### src/rtl/sfe_pkg.sv
`timescale 1ns/1ps
// Shared types and the CRC step function of the serial link frame engine.
// Assumes a 4-bit CRC with feedback into the low three bits.
package sfe_pkg;
    localparam int CRC_W = 4;
    localparam logic [CRC_W-1:0] CRC_TAPS = 4'b0111;

    typedef enum logic [3:0] {
        S_IDLE,
        S_BRK_HI,
        S_BRK_LO,
        S_PRE,
        S_TX_SOF,
        S_TX_PAY,
        S_TX_CRC,
        S_RX_WAIT,
        S_RX_CODE,
        S_RX_BODY
    } sfe_state_e;

    // One CRC update for one serial bit.
    function automatic logic [CRC_W-1:0] crc_step(input logic [CRC_W-1:0] c, input logic b);
        logic fb;
        fb = b ^ c[CRC_W-1];
        return {c[CRC_W-2:0], 1'b0} ^ (fb ? CRC_TAPS : '0);
    endfunction
endpackage

### src/rtl/sfe_crc4.sv
`timescale 1ns/1ps
// Serial CRC accumulator. Clear has priority over update.
// Assumes at most one bit is fed per system clock.
module sfe_crc4 (
    input  logic                     clk,
    input  logic                     rst_n,
    input  logic                     clr_i,
    input  logic                     en_i,
    input  logic                     bit_i,
    output logic [sfe_pkg::CRC_W-1:0] crc_o
);
    // Hold, clear or advance the CRC register.
    always_ff @(posedge clk) begin
        if (!rst_n || clr_i) crc_o <= '0;
        else if (en_i)       crc_o <= sfe_pkg::crc_step(crc_o, bit_i);
    end
endmodule

### src/rtl/sfe_slot_clk.sv
`timescale 1ns/1ps
// Link clock generator: while run_i is high, produces slots of div low
// clocks then div high clocks, and flags the last system clock of each slot.
// Assumes div_i is stable while run_i is high; a zero divider acts as one.
module sfe_slot_clk #(
    parameter int DIV_W = 8
) (
    input  logic             clk,
    input  logic             rst_n,
    input  logic             run_i,
    input  logic [DIV_W-1:0] div_i,
    output logic             lclk_o,
    output logic             tick_o
);
    logic [DIV_W-1:0] hc_q;
    logic [DIV_W-1:0] last;
    logic             half_q;

    assign last   = (div_i == '0) ? '0 : div_i - 1'b1;
    assign tick_o = run_i && half_q && (hc_q >= last);
    assign lclk_o = half_q;

    // Count system clocks within each half slot and toggle the link clock.
    always_ff @(posedge clk) begin
        if (!rst_n || !run_i) begin
            hc_q   <= '0;
            half_q <= 1'b0;
        end else if (hc_q >= last) begin
            hc_q   <= '0;
            half_q <= ~half_q;
        end else begin
            hc_q <= hc_q + 1'b1;
        end
    end


    tick_low_next_chk: assert property (@(posedge clk) disable iff (!rst_n)
        tick_o |=> !lclk_o);
endmodule

### src/rtl/serial_frame_engine.sv
`timescale 1ns/1ps
// Serial link frame engine: sends a break or an inverted, CRC-protected
// command frame on a master-clocked two-wire link, then turns the line
// around and receives the reply whose length depends on its code.
// Assumes start_i is a pulse, cmd_len_i is 1..CMD_MAX, data_len_i is 0..DATA_MAX.
module serial_frame_engine #(
    parameter int DIV_W      = 8,
    parameter int CMD_MAX    = 60,
    parameter int DATA_MAX   = 32,
    parameter int PRE_SLOTS  = 50,
    parameter int BRK_SLOTS  = 256,
    parameter int WAIT_SLOTS = 512,
    localparam int LEN_W     = $clog2(CMD_MAX + 1),
    localparam int DLEN_W    = $clog2(DATA_MAX + 1)
) (
    input  logic                clk,
    input  logic                rst_n,
    input  logic                start_i,
    input  logic                brk_i,
    input  logic [DIV_W-1:0]    div_i,
    input  logic [CMD_MAX-1:0]  cmd_bits_i,
    input  logic [LEN_W-1:0]    cmd_len_i,
    input  logic [DLEN_W-1:0]   data_len_i,
    output logic                busy_o,
    output logic                done_o,
    output logic [1:0]          rsp_code_o,
    output logic [DATA_MAX-1:0] rsp_data_o,
    output logic                err_timeout_o,
    output logic                err_crc_o,
    output logic                lclk_o,
    output logic                sdo_o,
    output logic                sdo_en_o,
    input  logic                sdi_i
);
    import sfe_pkg::*;

    localparam int CRC_N    = CRC_W;
    localparam int BODY_MAX = DATA_MAX + CRC_N;
    localparam int BL_W     = $clog2(BODY_MAX + 1);
    localparam int NACK_LEN = 7;
    localparam int CNT_W    = $clog2(PRE_SLOTS + BRK_SLOTS + WAIT_SLOTS + 1);

    sfe_state_e          state_q;
    logic [CNT_W-1:0]    cnt_q;
    logic [CMD_MAX-1:0]  sh_q;
    logic [LEN_W-1:0]    len_q;
    logic [DLEN_W-1:0]   dlen_q;
    logic [DIV_W-1:0]    div_q;
    logic [3:0]          code_q;
    logic [BL_W-1:0]     blen_q;
    logic [BODY_MAX-1:0] body_q;
    logic [CRC_N-1:0]    crc_q;
    logic                tick;
    logic                rx_bit;
    logic                crc_clr;
    logic                crc_en;
    logic                crc_bit;
    logic [3:0]          code_nx;
    logic [BODY_MAX-1:0] body_nx;

    assign busy_o  = (state_q != S_IDLE);
    assign rx_bit  = ~sdi_i;
    assign code_nx = {code_q[2:0], rx_bit};
    assign body_nx = {body_q[BODY_MAX-2:0], rx_bit};

    sfe_slot_clk #(.DIV_W(DIV_W)) u_slot (
        .clk    (clk),
        .rst_n  (rst_n),
        .run_i  (busy_o),
        .div_i  (div_q),
        .lclk_o (lclk_o),
        .tick_o (tick)
    );

    sfe_crc4 u_crc (
        .clk   (clk),
        .rst_n (rst_n),
        .clr_i (crc_clr),
        .en_i  (crc_en),
        .bit_i (crc_bit),
        .crc_o (crc_q)
    );

    // Select which bit, if any, enters the CRC this cycle.
    always_comb begin
        crc_clr = (state_q == S_IDLE && start_i) ||
                  (state_q == S_TX_CRC && tick && cnt_q == CNT_W'(CRC_N));
        crc_en  = 1'b0;
        crc_bit = 1'b0;
        if (tick) begin
            unique case (state_q)
                S_PRE:     if (cnt_q == CNT_W'(PRE_SLOTS - 1)) begin crc_en = 1'b1; crc_bit = 1'b1; end
                S_TX_SOF:  begin crc_en = 1'b1; crc_bit = sh_q[CMD_MAX-1]; end
                S_TX_PAY:  if (cnt_q != CNT_W'(len_q)) begin crc_en = 1'b1; crc_bit = sh_q[CMD_MAX-1]; end
                S_RX_WAIT: if (rx_bit) begin crc_en = 1'b1; crc_bit = 1'b1; end
                S_RX_CODE, S_RX_BODY: begin crc_en = 1'b1; crc_bit = rx_bit; end
                default: ;
            endcase
        end
    end

    // Sequence the operation one link slot at a time.
    always_ff @(posedge clk) begin
        if (!rst_n) begin
            state_q       <= S_IDLE;
            cnt_q         <= '0;
            sh_q          <= '0;
            len_q         <= '0;
            dlen_q        <= '0;
            div_q         <= '0;
            code_q        <= '0;
            blen_q        <= '0;
            body_q        <= '0;
            sdo_o         <= 1'b1;
            sdo_en_o      <= 1'b0;
            done_o        <= 1'b0;
            rsp_code_o    <= '0;
            rsp_data_o    <= '0;
            err_timeout_o <= 1'b0;
            err_crc_o     <= 1'b0;
        end else begin
            done_o <= 1'b0;
            unique case (state_q)
                S_IDLE: if (start_i) begin
                    cnt_q         <= '0;
                    div_q         <= div_i;
                    sdo_en_o      <= 1'b1;
                    sdo_o         <= 1'b1;
                    code_q        <= '0;
                    body_q        <= '0;
                    rsp_code_o    <= '0;
                    rsp_data_o    <= '0;
                    err_timeout_o <= 1'b0;
                    err_crc_o     <= 1'b0;
                    sh_q          <= cmd_bits_i;
                    len_q         <= cmd_len_i;
                    dlen_q        <= data_len_i;
                    state_q       <= brk_i ? S_BRK_HI : S_PRE;
                end
                S_BRK_HI: if (tick) begin
                    state_q <= S_BRK_LO;
                    sdo_o   <= 1'b0;
                    cnt_q   <= '0;
                end
                S_BRK_LO: if (tick) begin
                    if (cnt_q == CNT_W'(BRK_SLOTS - 1)) begin
                        state_q  <= S_IDLE;
                        done_o   <= 1'b1;
                        sdo_en_o <= 1'b0;
                        sdo_o    <= 1'b1;
                    end else cnt_q <= cnt_q + 1'b1;
                end
                S_PRE: if (tick) begin
                    if (cnt_q == CNT_W'(PRE_SLOTS - 1)) begin
                        state_q <= S_TX_SOF;
                        sdo_o   <= 1'b0;
                        cnt_q   <= '0;
                    end else cnt_q <= cnt_q + 1'b1;
                end
                S_TX_SOF: if (tick) begin
                    state_q <= S_TX_PAY;
                    sdo_o   <= ~sh_q[CMD_MAX-1];
                    sh_q    <= sh_q << 1;
                    cnt_q   <= CNT_W'(1);
                end
                S_TX_PAY: if (tick) begin
                    if (cnt_q == CNT_W'(len_q)) begin
                        state_q <= S_TX_CRC;
                        sdo_o   <= ~crc_q[CRC_N-1];
                        cnt_q   <= CNT_W'(1);
                    end else begin
                        sdo_o <= ~sh_q[CMD_MAX-1];
                        sh_q  <= sh_q << 1;
                        cnt_q <= cnt_q + 1'b1;
                    end
                end
                S_TX_CRC: if (tick) begin
                    if (cnt_q == CNT_W'(CRC_N)) begin
                        state_q  <= S_RX_WAIT;
                        sdo_en_o <= 1'b0;
                        sdo_o    <= 1'b1;
                        cnt_q    <= '0;
                    end else begin
                        sdo_o <= ~crc_q[2'd3 - cnt_q[1:0]];
                        cnt_q <= cnt_q + 1'b1;
                    end
                end
                S_RX_WAIT: if (tick) begin
                    if (rx_bit) begin
                        state_q <= S_RX_CODE;
                        cnt_q   <= '0;
                    end else if (cnt_q == CNT_W'(WAIT_SLOTS - 1)) begin
                        state_q       <= S_IDLE;
                        done_o        <= 1'b1;
                        err_timeout_o <= 1'b1;
                    end else cnt_q <= cnt_q + 1'b1;
                end
                S_RX_CODE: if (tick) begin
                    code_q <= code_nx;
                    if (cnt_q == CNT_W'(3)) begin
                        blen_q  <= (code_nx == 4'd0) ? BL_W'(dlen_q) + BL_W'(CRC_N) : BL_W'(NACK_LEN);
                        state_q <= S_RX_BODY;
                        cnt_q   <= '0;
                    end else cnt_q <= cnt_q + 1'b1;
                end
                S_RX_BODY: if (tick) begin
                    body_q <= body_nx;
                    if (cnt_q == CNT_W'(blen_q) - 1'b1) begin
                        state_q    <= S_IDLE;
                        done_o     <= 1'b1;
                        rsp_code_o <= code_q[1:0];
                        rsp_data_o <= DATA_MAX'(body_nx >> CRC_N);
                        err_crc_o  <= (crc_step(crc_q, rx_bit) != '0);
                    end else cnt_q <= cnt_q + 1'b1;
                end
                default: state_q <= S_IDLE;
            endcase
        end
    end


    idle_clk_low_chk: assert property (@(posedge clk) disable iff (!rst_n)
        !busy_o |-> !lclk_o);

    done_single_chk: assert property (@(posedge clk) disable iff (!rst_n)
        done_o |=> !done_o);

    busy_end_chk: assert property (@(posedge clk) disable iff (!rst_n)
        $fell(busy_o) |-> done_o);

    err_excl_chk: assert property (@(posedge clk) disable iff (!rst_n)
        !(err_timeout_o && err_crc_o));

    data_edge_chk: assert property (@(posedge clk) disable iff (!rst_n)
        (sdo_en_o && !$stable(sdo_o)) |-> !lclk_o);
endmodule

### config.mk
export PLATFORM = sky130hd
export DESIGN_NAME = serial_frame_engine
export DESIGN_NICKNAME = d
export VERILOG_FILES = /design/src/rtl/sfe_pkg.sv /design/src/rtl/sfe_crc4.sv /design/src/rtl/sfe_slot_clk.sv /design/src/rtl/serial_frame_engine.sv
export SDC_FILE = /design/constraint.sdc
export NUM_CORES = 1
export LEC_CHECK = 0
export BUFFER_PORTS_ARGS = -buffer_cell sky130_fd_sc_hd__buf_4
export CORE_ASPECT_RATIO = 0.8
export CORE_MARGIN = 2
export CORE_UTILIZATION = 45
export DETAILED_ROUTE_END_ITERATION = 12
export PLACE_DENSITY = 0.65
export SLEW_MARGIN = 20
export SYNTH_ARGS = -nofsm -noshare
export SYNTH_HDL_FRONTEND = slang
export SYNTH_SLANG_ARGS = --single-unit
### constraint.sdc
create_clock -name clk -period 4 [get_ports clk]
set_clock_uncertainty 0.05 [all_clocks]
set_input_delay 0.6 -clock clk [delete_from_list [all_inputs] [get_ports clk]]
set_output_delay 0.6 -clock clk [all_outputs]
set_load 0.02 [all_outputs]
Word level (Yosys, flattened, before mapping)
Index checks and enable logic that the tools add are counted.
{ "classes": {"reduce_logical": 36, "n_mux": 105, "n_bitwise": 9, "order_cmp": 2, "n_eq_ne": 40, "n_addsub": 6} }
{ "op_table": {"columns": ["operator", "count"], "rows": [
  ["60-bit two-way mux", 4],
  ["10-bit two-way mux", 18],
  ["60-bit case mux with 3 select lines", 1],
  ["10-bit case mux with 10 select lines", 1],
  ["32-bit two-way mux", 3],
  ["4-bit two-way mux", 18],
  ["35-bit two-way mux", 2],
  ["35-bit case mux with 2 select lines", 1],
  ["32-bit case mux with 2 select lines", 1],
  ["2-bit inequality test, second input constant", 20],
  ["4-bit case mux with 10 select lines", 1],
  ["1-bit two-way mux", 35],
  ["17-bit AND reduction", 1],
  ["4-bit by 3-bit equality test with 1-bit output, second input constant", 4],
  ["14-bit AND reduction", 1],
  ["3-bit two-way mux", 4],
  ["10-bit by 1-bit adder with 10-bit output, second input constant", 1],
  ["10-bit equality test", 1],
  ["10-bit by 2-bit equality test with 1-bit output, second input constant", 1],
  ["10-bit by 3-bit equality test with 1-bit output, second input constant", 1],
  ["10-bit by 6-bit equality test with 1-bit output", 1],
  ["10-bit by 6-bit equality test with 1-bit output, second input constant", 1],
  ["10-bit by 8-bit equality test with 1-bit output, second input constant", 1],
  ["10-bit by 9-bit equality test with 1-bit output, second input constant", 1],
  ["46 further kinds", 75]
]} }
{ "word_totals": {"inputBits": 85, "out_inout_bits": 41, "reg_bits": 190, "wordCells": 217} }

Logic depth before layout (Yosys ltp)
Gate-level depths: netlist of run 1.
{ "depth": {"depth_word": 8, "mapped_depth": 16, "depth_no_buf": 14} }

Modules after synthesis
A second synthesis of run 1 with hierarchy kept.
{ "hier_totals": {"hier_cells": 1076, "hier_area_um2": 9221.3} }
{ "modules_own_cells": {"columns": ["module", "seq_area_each_um2", "instances", "area_each_um2", "cells_each"], "rows": [
  ["serial_frame_engine", 3543.4, 1, 8267.9, 971],
  ["sfe_slot_clk", 180.2, 1, 752.0, 84],
  ["sfe_crc4", 80.1, 1, 201.4, 21]
]} }

Worst setup path after synthesis of run 1
OpenSTA, ideal clock, no wires.
{ "synth_timing": {"path_kind": "register to register", "start": "register div_q[0]", "end": "register u_crc.crc_o[1] (netlist name)", "t_arrival_ps": 3368, "required_ps": 3870, "path_buffers": 0, "setup_slack_ps": 502, "setup_time_ps": 80, "stages_incl_launch_ff": 15, "path_cell_list": "dfxtp_1 inv_1 ha_1 nand2_1 nor3_1 nand2b_1 and2_1 ha_1 nand2b_1 a2111oi_0 o31ai_2 nand2_1 o311ai_0 or4b_1 o211ai_1"} }
{ "synth_between": {"elab_chain_len": 8, "word_cells_on_any_way": 14, "classes_between": "1 x add/sub; 1 x order compare; 4 x mux; 2 x bitwise; 6 x reduce/logical"} }
{ "synth_rtl": {"columns": ["item", "line", "source"], "rows": [
  ["start, declared", "serial_frame_engine.sv:48", "logic [DIV_W-1:0] div_q;"],
  ["start signal, assigned", "serial_frame_engine.sv:126", "div_q <= div_i;"],
  ["8-bit by 1-bit subtractor with 8-bit output or 8-bit logical NOT (tied branches)", "sfe_slot_clk.sv:19", "assign last = (div_i == '0) ? '0 : div_i - 1'b1;"],
  ["8-bit two-way mux (*)", "sfe_slot_clk.sv:19", null],
  ["8-bit >= comparator (*)", "sfe_slot_clk.sv:20", "assign tick_o = run_i && half_q && (hc_q >= last);"],
  ["1-bit logical AND (*)", "sfe_slot_clk.sv:20", null],
  ["1-bit two-way mux or 1-bit logical AND (tied branches)", "serial_frame_engine.sv:90, serial_frame_engine.sv:87", null],
  ["1-bit bitwise XOR or 1-bit logical AND (tied branches)", "sfe_pkg.sv:24, serial_frame_engine.sv:87", null],
  ["3-bit two-way mux or 1-bit logical OR (tied branches)", "sfe_pkg.sv:25, serial_frame_engine.sv:86", null],
  ["4-bit bitwise XOR or 1-bit logical OR (tied branches)", "sfe_pkg.sv:25, sfe_crc4.sv:14", null],
  ["end signal, assigned", "sfe_crc4.sv:15", "else if (en_i) crc_o <= sfe_pkg::crc_step(crc_o, bit_i);"],
  ["end, declared", "sfe_crc4.sv:10", "output logic [sfe_pkg::CRC_W-1:0] crc_o"]
]} }
Every way passes the cells marked *; elsewhere a longest branch is shown, timed or not.
A chain may end at the register's enable or synchronous reset.

Worst setup path in the final report of run 1
{ "layout_timing": {"start": "register div_q[2]", "end": "register cnt_q[1]"} }
{ "layout_between": {"elab_chain_len": 6, "word_cells_on_any_way": 15, "classes_between": "1 x add/sub; 1 x order compare; 9 x eq/ne; 1 x mux; 3 x reduce/logical"} }
{ "layout_rtl": {"columns": ["item", "line", "source"], "rows": [
  ["8-bit by 1-bit subtractor with 8-bit output or 8-bit logical NOT (tied branches)", "sfe_slot_clk.sv:19", null],
  ["8-bit two-way mux (*)", "sfe_slot_clk.sv:19", null],
  ["8-bit >= comparator (*)", "sfe_slot_clk.sv:20", null],
  ["1-bit logical AND (*)", "sfe_slot_clk.sv:20", null],
  ["2-bit inequality test (no line)", null, null],
  ["14-bit AND reduction (no line) (*)", null, null],
  ["end signal, assigned", "serial_frame_engine.sv:151", "end else cnt_q <= cnt_q + 1'b1;"],
  ["end signal, assigned", "serial_frame_engine.sv:158", "end else cnt_q <= cnt_q + 1'b1;"],
  ["end signal, assigned", "serial_frame_engine.sv:174", "cnt_q <= cnt_q + 1'b1;"],
  ["end, declared", "serial_frame_engine.sv:44", "logic [CNT_W-1:0] cnt_q;"]
]} }
Marked as above.

==> flow_results.org, run 1 <==
** Outcome
- The run finished with clean final reports.

** Synthesis
- Leading area contributor after synthesis :: sky130_fd_sc_hd__dfxtp_1
- Synthesized Nets :: 1,242
- After technology mapping, the gate count stands at 1,142.
- After synthesis, the largest family of logic cells by area is simple AND/OR/NAND/NOR gates.
- Dominant cells by area after synthesis :: sky130_fd_sc_hd__dfxtp_1 (43%), sky130_fd_sc_hd__nand2_1 (11%), sky130_fd_sc_hd__a21oi_1 (6.1%)
- Area share of the largest cell type after synthesis :: 43.1%
- Area fraction in compound gates after synthesis :: 19.6%
- Async set-or-reset flop fraction in the synthesized netlist :: 0%
- Simple-gate share of the synthesized area :: 26.8%
- Total standard cell area after synthesis :: 8830 um2
- Among all flip-flop cells after synthesis, the most frequent one is sky130_fd_sc_hd__dfxtp_1.
- Number of distinct standard cells referenced by the synthesized netlist :: 67
- The synthesized netlist devotes 2.12% of its cell area to adder and majority cells.
- Of the synthesized area, sequential elements account for 43.1%.
- Yosys printed 0 warnings.
- The synthesized design contains 0 enable-type register cells.
- After synthesis, the share of cell area in mux cells is 0.836%.
- XOR/XNOR Fraction of Synth Area :: 2.58%
- Flop and latch count out of synthesis :: 190
- In this run the mean area of a mapped cell was 7.73 um2.

** Power
- Net switching fraction of the power :: 36.3%
- Sequential Power Share :: 39.0%
- Summed over all cells, the static leakage comes to 4.03 nW.
- Net Switching :: 2.18 mW
- Dividing total power by cell area gives a power density of 561 nW/um2.
- In this run, the clock network consumes 28.6% of the power.
- Design internal power :: 3.82 mW
- IR analysis of the VDD net gives a maximum drop of 0.284 mV.
- In this run, the combinational gates consume 32.4% of the power.

** Routing
- After the first detailed-routing iteration, the DRC count stood at 637.
- Residual antenna-violating net count after detailed routing :: 0
- Number of remaining DRC errors :: 0
- In the final routed layout, each cell accounts on average for 15.2 um.
- For this block, the routed nets add up to 22.7 mm of wire.
- Via density :: 5.53
- Routed vias :: 8,258
- Detailed Routing Iterations Pass 1 :: 5

** Setup path
- At the worst endpoint, the required time is 4.31 ns.
- Slowest cell on the critical path :: sky130_fd_sc_hd__or4b_2
- In this design, the stage delay of the slowest critical-path cell is 0.66 ns.
- Maximum fanout along the worst path :: 13
- Worst setup EP type :: register
- Data arrival time of the worst path :: 4.03 ns
- The worst setup path is launched from a register.
- The cell family contributing the most delay on the critical path is simple AND/OR/NAND/NOR gates.
- The critical path contains buffers and inverters numbering 0 combined.
- Walking the worst path, the cells encountered are nor3_1 > nand2_1 > nor3_1 > nand2b_1 > and2_1 > ha_1 > nand2b_1 > a2111oi_1 > o31ai_2 > nand2_1 > a221o_1 > or4b_2 > a21oi_1.
- The critical path is of the reg -> reg type.

** Floorplan
- Cell row count :: 45
- The floorplan step defined a core boundary enclosing 19,100 um2.
- In this run the vertical extent of the chip is 129 um.
- Once the floorplan was initialized, standard cells occupied 46.3% of the core.
- The die is 161 um wide.
- The die covers 20,800 um2.
- 126 I/O pins were placed.

** Clock network
- Quantity of hold-fixing buffers added after cts :: 0
- After clock tree synthesis, the clock-pin slew on the worst setup and hold paths is 0.08 ns.
- Clock tree from TritonCTS :: yes
- The clock tree synthesis step divided the H-tree into 4 levels.
- The tree is rooted in a sky130_fd_sc_hd__clkbuf_16.
- Number of sinks driven by the clock tree :: 190
- Counting the buffers created by CTS gives 17.
- Max Root-Sink Buffers :: 2
- Insertion delay of the later-clocked pin in the worst-skew pair :: 0.43 ns

** Place
- Placed wire-length estimate :: 15.0 mm
- OpenSTA, run right after detailed placement, puts the worst setup slack at 0.251 ns.
- Buffers placed on the I/O ports in this run total 125.
- The congestion estimate from routability-driven global placement came to 0.979.

** Global routing
- Vias in the first global route :: 7,258
- The first global-routing pass estimated 36.8 mm of wire.
- Largest net degree at the start of global routing :: 88
- The number of antenna violations at the first check in global routing is 0.
- Global Route Usage Sum :: 21.7%
- Total overflow reported by the global router :: 0

** Final layout
- Share of final-layout standard cells stronger than drive strength 1 :: 16.9%
- 0 antenna diodes ended up in the layout.
- Commonest cells after routing, fill and taps aside :: sky130_fd_sc_hd__nand2_1 (267), sky130_fd_sc_hd__dfxtp_1 (190), sky130_fd_sc_hd__buf_4 (146), sky130_fd_sc_hd__a21oi_1 (107), sky130_fd_sc_hd__nor2_1 (100)
- At the end of the flow the core is filled with cells to 56.0%.
- Leading cell type in the layout, fill and taps excluded :: sky130_fd_sc_hd__nand2_1
- Relative to the synthesized area, the layout overhead comes to 21.0%.
- Final net count :: 1,323

** STA
- At the pin with the least slew margin, the transition time is 0.922 ns.
- Final TNS setup :: 0 ns
- Setup repair after global routing left no endpoint under its margin.
- PnR worst setup slack :: 0.279 ns
- The count of endpoints failing hold in the final timing report is 0.
- Setup violations remaining at the end of the flow were counted as 0.
- The routed design could run at a clock period as short as 3.72 ns.
- Slew HR :: 38.5%
- Hold is met by 0.358 ns.
- Final Max Slew Viols :: 0
- Post-route fraction of the period consumed by the critical path :: 93.0%
- FMAX :: 269 MHz

** Hold path
- The worst hold path belongs to the class in -> reg.

** Run
- Max-cap violations :: 0
[state kept, by name, indices dropped and copies added, names as in the netlist, 2 cells and up]
name / count
state_q: 4
u_crc.crc_o: 4
div_q: 8
len_q: 6
rsp_data_o: 32
cnt_q: 10
u_slot.hc_q: 8
rsp_code_o: 2
dlen_q: 6
blen_q: 6
sh_q: 60
body_q: 35
code_q: 3
[cell usage after synthesis, drive strengths merged, types with 2 or more instances]
cell and number:
nand2 267, dfxtp 190, a21oi 107, nor2 102, nand3 98, clkbuf 69
a311oi 61, buf 21, o21ai 21, inv 17, ha 15, nor3 15
xor2 14, xnor2 12, a31oi 11, o311ai 10, nand2b 9, and3 8
nand4 7, nor4 6, or4 6, or3 5, a211oi 4, mux2i 4
nor2b 4, o21a 4, o31ai 4, o41ai 4, or2 4, or4b 4
a2111oi 3, and2 3, o211ai 3, o22ai 3, a31o 2, a32oi 2
clkinv 2, nand3b 2, o221a 2
[worst reg2reg max path, cell delays in order, from the launching register on]
cell and delay (ns):
sky130_fd_sc_hd__dfxtp_1 0.36, sky130_fd_sc_hd__nor3_1 0.26, sky130_fd_sc_hd__nand2_1 0.12, sky130_fd_sc_hd__nor3_1 0.23, sky130_fd_sc_hd__nand2b_1 0.10, sky130_fd_sc_hd__and2_1 0.17
sky130_fd_sc_hd__ha_1 0.26, sky130_fd_sc_hd__nand2b_1 0.09, sky130_fd_sc_hd__a2111oi_1 0.10, sky130_fd_sc_hd__o31ai_2 0.45, sky130_fd_sc_hd__nand2_1 0.14, sky130_fd_sc_hd__a221o_1 0.51
sky130_fd_sc_hd__or4b_2 0.66, sky130_fd_sc_hd__a21oi_1 0.15
[path summary, 6_finish.rpt]
kind	startpoint	endpoint	slack (ns)	cells past startpoint
max	div_q[2]$_SDFFE_PN0P_	cnt_q[1]$_SDFFE_PN0P_	0.28	13
min	data_len_i[5]	dlen_q[5]$_SDFFE_PN0P_	0.36	3
min reg2reg	rsp_data_o[16]$_SDFFE_PN0P_	rsp_data_o[16]$_SDFFE_PN0P_	0.40	2
max reg2reg	div_q[2]$_SDFFE_PN0P_	cnt_q[1]$_SDFFE_PN0P_	0.28	13
[layer usage]
layer / wire length [um] / GRT usage (%) / up-vias
li1: - / - / 4194
met1: 11300 / 32.9 / 3815
met2: 9730 / 31.7 / 232
met3: 1430 / 4.00 / 17
met4: 206 / 5.46 / 0
met5: 0 / 0 / -
[cell families (layout without fill, tap and decap cells)]
kind of cell / count (synthesis) / after routing
simple gates: 543 / 543
compound gates: 253 / 253
flops: 190 / 190
buf+inv: 109 / 203
xor+xnor: 26 / 26
fa+ha+maj: 15 / 15
mux: 6 / 6
[repair_timing]
action | 4_1_cts | 5_1_grt
gates resized for setup | 0 | 3
setup endpoints to repair | 0 | 103
buffers inserted | 0 | 4
hold endpoints to repair | 0 | 0
[stage by stage]
step	power (mW)	instances	instance area, um2
final	6.00	1494	10700
after floorplan	3.68	1142	8830
after detailed placement	4.28	1458	10000
after CTS	6.00	1490	10600
after global routing	6.38	1494	10700
after global placement	4.25	1458	10000
[cell type report]
type | instances | area [um2]
clock buffer | 20 | 457
fill | 1792 | 8400
sequential | 190 | 3800
clock inverter | 12 | 141
inverter | 19 | 73.8
timing repair buffer | 152 | 1220
multi-input combinational | 843 | 4670
tap | 258 | 323
[power groups by stage]
stage	sequential [mW]	clock (mW)	combinational [mW]
finish	2.34	1.71	1.94
global route	2.37	1.82	2.18
CTS	2.34	1.75	1.91
detailed placement	2.38	0	1.90
global placement	2.37	0	1.88
floorplan	2.33	0	1.35
Note: power is estimated with default switching activity, not from simulation.
==> inputs of run 2 (changes only) <==
--- a/config.mk
+++ b/config.mk
@@ -6,7 +6,7 @@
 export NUM_CORES = 1
 export LEC_CHECK = 0
 export BUFFER_PORTS_ARGS = -buffer_cell sky130_fd_sc_hd__buf_4
-export CORE_ASPECT_RATIO = 0.8
+export CORE_ASPECT_RATIO = 1.75
 export CORE_MARGIN = 2
 export CORE_UTILIZATION = 45
 export DETAILED_ROUTE_END_ITERATION = 12
==> run 2 against run 1 <==
Clock-buffer cell count decreased by 2. Global-route usage increased by 0.65 points. Worst setup slack improved by 0.00094 ns. Critical path type unchanged. Largest cell class unchanged. Highest routed layer unchanged.
==> flow_results.org, run 2 (same netlist as run 1, synthesis figures left out) <==
** STA
- Final TNS setup :: 0 ns
- The final max-slew violation count was 0.
- Transition at the pin with the smallest max-transition slack :: 0.799 ns
- FMAX :: 269 MHz
- Final setup violating endpoints :: 0
- Setup repair after global routing left no endpoint under its margin.
- The worst path in the final design needs a cycle of 3.72 ns, including I/O delays and setup.
- Post-route fraction of the period consumed by the critical path :: 93.0%
- Headroom to the max-slew limit came out at 46.1%.
- PnR worst setup slack :: 0.280 ns
- Hold Vio Cnt, Final :: 0

** Routing
- The first detailed-routing pass ran for 5 iterations.
- The final route contains 8,250 vias.
- The detailed router finished its first iteration with 497 violations.
- Via density :: 5.62
- Average wire per cell in the routed design :: 15.3 um
- Number of remaining DRC errors :: 0
- WL final :: 22.5 mm
- Residual antenna-violating net count after detailed routing :: 0

** Setup path
- Chain of cells forming the critical path :: inv_1 > ha_1 > nand2_1 > nor3_1 > nand2b_1 > and2_1 > ha_1 > nand2b_1 > a2111oi_1 > buf_4 > o31ai_2 > nand2_1 > a221o_2 > or4b_2 > a21oi_1
- The worst setup path is launched from a register.
- Maximum fanout along the worst path :: 13
- Data arrival time of the worst path :: 4.04 ns
- The setup path with the least slack is of type reg -> reg.
- Slowest cell on the critical path :: sky130_fd_sc_hd__or4b_2
- In this design, the largest share of critical-path delay is due to simple AND/OR/NAND/NOR gates.
- Critical Path Max Stage Delay :: 0.63 ns
- Reg-to-reg slack, setup :: 0.28 ns
- Worst setup EP type :: register
- The number of buffers and inverters on the critical path is 2.
- Data required time of the critical path :: 4.32 ns

** Global routing
- For this run the aggregate overflow at the end of global routing stands at 0.
- Antenna violations before repair :: 0
- The via count of the first global-routing pass is 7,812.
- The first global-routing pass estimated 37.5 mm of wire.
- Entering global routing, the biggest net connects 120 pins.
- Global Route Usage Sum :: 22.4%

** Place
- Final weighted congestion in routability-driven placement :: 0.973
- Quantity of I/O buffers inserted on ports :: 125
- Placed wire-length estimate :: 15.3 mm
- Worst Setup Slack post-DPL :: 0.210 ns

** Power
- Areal power density over the cells :: 562 nW/um2
- Across the VDD grid, the largest voltage drop is 0.360 mV.
- The analysis attributes to cell leakage a power of 4.00 nW.

** Final layout
- Register with the highest flop count :: sh_q
- Biggest regs :: sh_q: 60 flops, body_q: 35 flops, rsp_data_o: 32 flops
- After filler insertion, the fill cell instance count of the layout stands at 1,841.
- The library cell used most frequently in the layout, excluding fill and tap cells, is sky130_fd_sc_hd__nand2_1.
- Commonest cells after routing, fill and taps aside :: sky130_fd_sc_hd__nand2_1 (267), sky130_fd_sc_hd__dfxtp_1 (190), sky130_fd_sc_hd__buf_4 (140), sky130_fd_sc_hd__a21oi_1 (107), sky130_fd_sc_hd__nor2_1 (100)
- The area growth from synthesis to layout is 20.0%.
- The register with the most flip-flops in the layout has 60 of them.
- The repair_antennas step left the layout with diodes totalling 0.
- Final net count :: 1,315
- The post-route netlist has 16.7% of its cells at a drive strength greater than 1.

** Clock network
- The number of setup buffers added after CTS is 0.
- CTS buffer count :: 17
- Max Root-Sink Buffers :: 2
- For this design, the sink count on the clock tree is 190.
- The tree is rooted in a sky130_fd_sc_hd__clkbuf_16.
- Maximum level of the CTS H-tree :: 4
- Insertion delay of the later-clocked pin in the worst-skew pair :: 0.44 ns
- Clock transition at the registers of the reported paths :: 0.07 ns
- TritonCTS built the clock tree.

** Outcome
- Status :: finished clean

** Floorplan
- IO Pins :: 126
- Die X :: 110 um
- Die area :: 20,800 um2
- From bottom edge to top edge, the die measures 189 um.
- Initial Utilization :: 46.0%
- The core region is 19,200 um2.
- Cell row count :: 67

** Run
- Max-cap violations :: 0

** Hold path
- Hold crit path type :: in -> reg
[run 2: changes by cell type in the layout (fill, tap and decap cells not counted), moves of 2 or more]
cell                         before  now
sky130_fd_sc_hd__buf_4          146  140
sky130_fd_sc_hd__buf_12           6    4
sky130_fd_sc_hd__clkinvlp_4       2    0
sky130_fd_sc_hd__inv_6            1    3
[run 2: layout make-up]
class                           count  area, um2  area share, %
Multi-Input combinational cell    843       4680           44.2
Tap cell                          241        302           2.84
Clock inverter                     14        168           1.58
Inverter                           19       73.8          0.696
Sequential cell                   190       3800           35.9
Clock buffer                       18        439           4.14
Timing Repair Buffer              144       1130           10.7
[run 2: final timing paths]
| kind | startpoint | endpoint | depth (start not counted) |
|---|---|---|---|
| setup / recovery | div_q[0]$_SDFFE_PN0P_ | cnt_q[1]$_SDFFE_PN0P_ | 15 |
| hold / removal | data_len_i[2] | dlen_q[2]$_SDFFE_PN0P_ | 3 |
| setup reg to reg | div_q[0]$_SDFFE_PN0P_ | cnt_q[1]$_SDFFE_PN0P_ | 15 |
| hold reg to reg | rsp_data_o[23]$_SDFFE_PN0P_ | rsp_data_o[23]$_SDFFE_PN0P_ | 2 |
[run 2: worst register-to-register path, stage by stage (launching register included)]
cell and delay, ns:
sky130_fd_sc_hd__dfxtp_1 0.33, sky130_fd_sc_hd__inv_1 0.09, sky130_fd_sc_hd__ha_1 0.23, sky130_fd_sc_hd__nand2_1 0.10, sky130_fd_sc_hd__nor3_1 0.20, sky130_fd_sc_hd__nand2b_1 0.18, sky130_fd_sc_hd__and2_1 0.20, sky130_fd_sc_hd__ha_1 0.26
sky130_fd_sc_hd__nand2b_1 0.10, sky130_fd_sc_hd__a2111oi_1 0.08, sky130_fd_sc_hd__buf_4 0.15, sky130_fd_sc_hd__o31ai_2 0.27, sky130_fd_sc_hd__nand2_1 0.12, sky130_fd_sc_hd__a221o_2 0.49, sky130_fd_sc_hd__or4b_2 0.64, sky130_fd_sc_hd__a21oi_1 0.16
[run 2: power breakdown]
part | total (mW) | internal [mW] | switching, mW
logic | 1.86 | 0.691 | 1.17
clock network | 1.74 | 0.913 | 0.825
registers | 2.35 | 2.16 | 0.197
[run 2: routing by layer]
layer	wire length [um]	global-route usage [%]	up-vias
li1	-	-	4161
met1	9620	27.2	3848
met2	11200	37.0	189
met3	969	5.06	52
met4	754	9.83	0
met5	0	0	-
[run 2: metrics by stage]
| step | total power, mW | hold WS [ns] | utilization (%) | cell area (um2) | cells |
|---|---|---|---|---|---|
| 2_1_floorplan | 3.68 | 0.382 | - | 8830 | 1142 |
| 3_3_place_gp | 4.22 | 0.389 | 51.9 | 9960 | 1437 |
| 3_5_place_dp | 4.24 | 0.397 | 51.9 | 9960 | 1437 |
| 4_1_cts | 5.99 | 0.332 | 55.1 | 10600 | 1469 |
| 5_1_grt | 6.34 | 0.346 | 55.2 | 10600 | 1469 |
| 6_report | 5.96 | 0.349 | 55.2 | 10600 | 1469 |
[run 2: repair_timing]
action | 4_1_cts | 5_1_grt
hold buffers | 0 | 0
endpoints found under the setup margin | 0 | 70
resized for setup | 0 | 6
==> inputs of run 3 (changes only) <==
--- a/config.mk
+++ b/config.mk
@@ -8,9 +8,9 @@
 export BUFFER_PORTS_ARGS = -buffer_cell sky130_fd_sc_hd__buf_4
 export CORE_ASPECT_RATIO = 1.75
 export CORE_MARGIN = 2
-export CORE_UTILIZATION = 45
+export CORE_UTILIZATION = 40
 export DETAILED_ROUTE_END_ITERATION = 12
-export PLACE_DENSITY = 0.65
+export PLACE_DENSITY = 0.59
 export SLEW_MARGIN = 20
 export SYNTH_ARGS = -nofsm -noshare
 export SYNTH_HDL_FRONTEND = slang
==> run 3 against run 2 <==
Power increased by 2.7%. Highest routed layer unchanged. Combinational power increased by 6%. Global-route usage decreased by 2.0 points. Critical path depth unchanged.
==> flow_results.org, run 3 (same netlist as run 1, synthesis figures left out) <==
** Setup path
- Data required time of the critical path :: 4.31 ns
- For the worst setup path, the data arrival time is 3.97 ns.
- The worst setup path is captured at a register.
- Measured in cells, the most critical reg-to-reg path has a length of 15.
- STA classifies the critical path startpoint as a register.
- Setup Crit Path Kind :: reg -> reg
- Maximum fanout along the worst path :: 13

** STA
- Hold Vio Cnt, Final :: 0
- Final setup violating endpoints :: 0
- After routing, the total negative slack on setup checks comes to 0 ns.
- Final Max Slew Viols :: 0
- At the pin with the least slew margin, the transition time is 1.04 ns.
- For this run, the top clock speed supported by timing is 273 MHz.
- The routed design could run at a clock period as short as 3.66 ns.
- Post-route fraction of the period consumed by the critical path :: 91.6%
- Measured against its own limit, the worst slew margin works out to 30.7%.

** Hold path
- Hold crit path type :: in -> reg
- Worst hold path depth :: 3

** Place
- After legalization and detailed placement, the total HPWL measured 15.9 mm.
- At the end of routability-driven placement, the weighted congestion stood at 0.947.
- Quantity of I/O buffers inserted on ports :: 125

** Final layout
- The multi-input combinational cells in the finished layout cover a total of 4660 um2.
- In the final layout, the registers with the most flip-flops are sh_q: 60 flops, body_q: 35 flops, rsp_data_o: 32 flops.
- Final net count :: 1,325
- Antenna diode count :: 0
- Leaving out fill and tap cells, the most frequent cell in the layout is sky130_fd_sc_hd__nand2_1.
- Commonest cells after routing, fill and taps aside :: sky130_fd_sc_hd__nand2_1 (267), sky130_fd_sc_hd__dfxtp_1 (190), sky130_fd_sc_hd__buf_4 (149), sky130_fd_sc_hd__a21oi_1 (107), sky130_fd_sc_hd__nor2_1 (100)
- The register with the most flip-flops in the layout has 60 of them.
- Register with the highest flop count :: sh_q
- Cells with a size suffix above 1 make up 17.0% of the layout.
- Sequential cell area :: 3800 um2
- The filler cells instantiated in the layout total 2,212.
- Compared with the post-synthesis result, the final layout area differs by 21.7%.

** Power
- Cell internal power was estimated by the tool at 3.89 mW.
- In this run, flip-flops and latches consume 38.7% of the power.
- Across the VDD grid, the largest voltage drop is 0.294 mV.
- Portion of total power attributed to combinational logic :: 32.2%
- Leak :: 4.04 nW
- Areal power density over the cells :: 569 nW/um2
- Clock network power share :: 29.1%
- Summing internal, switching and leakage power gives 6.11 mW.
- Net Switching :: 2.22 mW
- Of the total power, the share spent switching nets is 36.4%.

** Clock network
- Clock transition at the registers of the reported paths :: 0.07 ns
- Buffers inserted to repair hold after CTS numbered 0.
- Clock latency on the worst-skew pair, taken at its later pin, is 0.44 ns.
- The H-tree was split into 4 levels.
- Clock tree from TritonCTS :: yes
- CTS buffer count :: 17
- The tree is rooted in a sky130_fd_sc_hd__clkbuf_16.
- Number of sinks driven by the clock tree :: 190
- Max Root-Sink Buffers :: 2

** Routing
- The routed layout has 8,426 vias.
- The count of nets left with antenna violations once routing finished came out at 0.
- Number of remaining DRC errors :: 0
- In this run, the number of DRC markers left after iteration 0 of detailed routing was 518.
- WL final :: 23.7 mm
- Detailed Routing Iterations Pass 1 :: 5
- In the final routed layout, each cell accounts on average for 15.5 um.
- After detailed routing, the number of vias per cell comes to 5.49.

** Floorplan
- 126 I/O pins were placed.
- In this run the horizontal extent of the chip is 116 um.
- Die area :: 23,300 um2
- The initial utilization of the core area, before any placement, comes to 40.3%.
- The floorplan has 72 rows.
- The die is 201 um tall.
- In this run the standard cell core region covers 21,900 um2.

** Global routing
- The number of antenna violations at the first check in global routing was 0.
- Entering global routing, the biggest net connects 72 pins.
- Global Route Usage Sum :: 20.4%
- Global-route wire length before repair :: 38.9 mm
- Total overflow reported by the global router :: 0
- Vias in the first global route :: 8,117

** Outcome
- The flow ran to the end, and the final reports show no timing, DRC or antenna violations.

** Run
- Max-cap violations :: 0
run 3: what timing repair did:
action | CTS | global route
endpoints found under the setup margin | 0 | 57
resized for setup | 0 | 1
setup buffers | 0 | 4
run 3: worst max-delay path: stages (launching register included):
cell,delay (ns)
sky130_fd_sc_hd__dfxtp_1,0.32
sky130_fd_sc_hd__inv_1,0.09
sky130_fd_sc_hd__ha_1,0.23
sky130_fd_sc_hd__nand2_1,0.10
sky130_fd_sc_hd__nor3_1,0.20
sky130_fd_sc_hd__nand2b_1,0.14
sky130_fd_sc_hd__and2_1,0.18
sky130_fd_sc_hd__ha_1,0.26
sky130_fd_sc_hd__nand2b_1,0.09
sky130_fd_sc_hd__a2111oi_0,0.08
sky130_fd_sc_hd__buf_4,0.15
sky130_fd_sc_hd__o31ai_2,0.29
sky130_fd_sc_hd__nand2_1,0.14
sky130_fd_sc_hd__a221o_2,0.48
sky130_fd_sc_hd__or4b_2,0.63
sky130_fd_sc_hd__a21oi_1,0.15
run 3: area by class of cell:
cell class / instances / share of cell area [%]
Timing Repair Buffer: 154 / 11.4
Inverter: 19 / 0.687
Clock buffer: 19 / 4.12
Sequential cell: 190 / 35.4
Multi-Input combinational cell: 843 / 43.3
Tap cell: 296 / 3.45
Clock inverter: 13 / 1.58
run 3: path summary, 6_finish.rpt:
path                                from                          end  slack (ns)
max                div_q[0]$_SDFFE_PN0P_        cnt_q[1]$_SDFFE_PN0P_        0.34
min                         cmd_len_i[2]        len_q[2]$_SDFFE_PN0P_        0.36
max reg2reg        div_q[0]$_SDFFE_PN0P_        cnt_q[1]$_SDFFE_PN0P_        0.34
min reg2reg  rsp_data_o[25]$_SDFFE_PN0P_  rsp_data_o[25]$_SDFFE_PN0P_        0.40
run 3: metrics by stage:
| stage | instance area, um2 | setup slack, ns | utilization (%) | instances | hold WS [ns] |
|---|---|---|---|---|---|
| floorplan | 8830 | 0.502 | - | 1142 | 0.382 |
| global placement | 10100 | 0.358 | 45.9 | 1496 | 0.389 |
| detailed placement | 10100 | 0.283 | 45.9 | 1496 | 0.395 |
| CTS | 10700 | 0.259 | 48.7 | 1528 | 0.335 |
| global route | 10700 | -0.0175 | 49.1 | 1534 | 0.362 |
| finish | 10700 | 0.338 | 49.1 | 1534 | 0.359 |
run 3: metal layers:
metal  GRT usage, %  up-vias  wire length, um
li1               -     4189                -
met1           23.7     3972             9750
met2           35.3      217            12300
met3           4.68       48             1010
met4           8.33        0              645
met5              0        -                0
run 3: power by group through the flow:
stage                     Combinational [mW]  Clock [mW]  Sequential (mW)
after floorplan                         1.35           0             2.33
after global placement                  1.85           0             2.41
after detailed placement                1.87           0             2.41
after CTS                               1.87        1.83             2.37
after global routing                    2.20        1.91             2.41
final                                   1.97        1.78             2.37
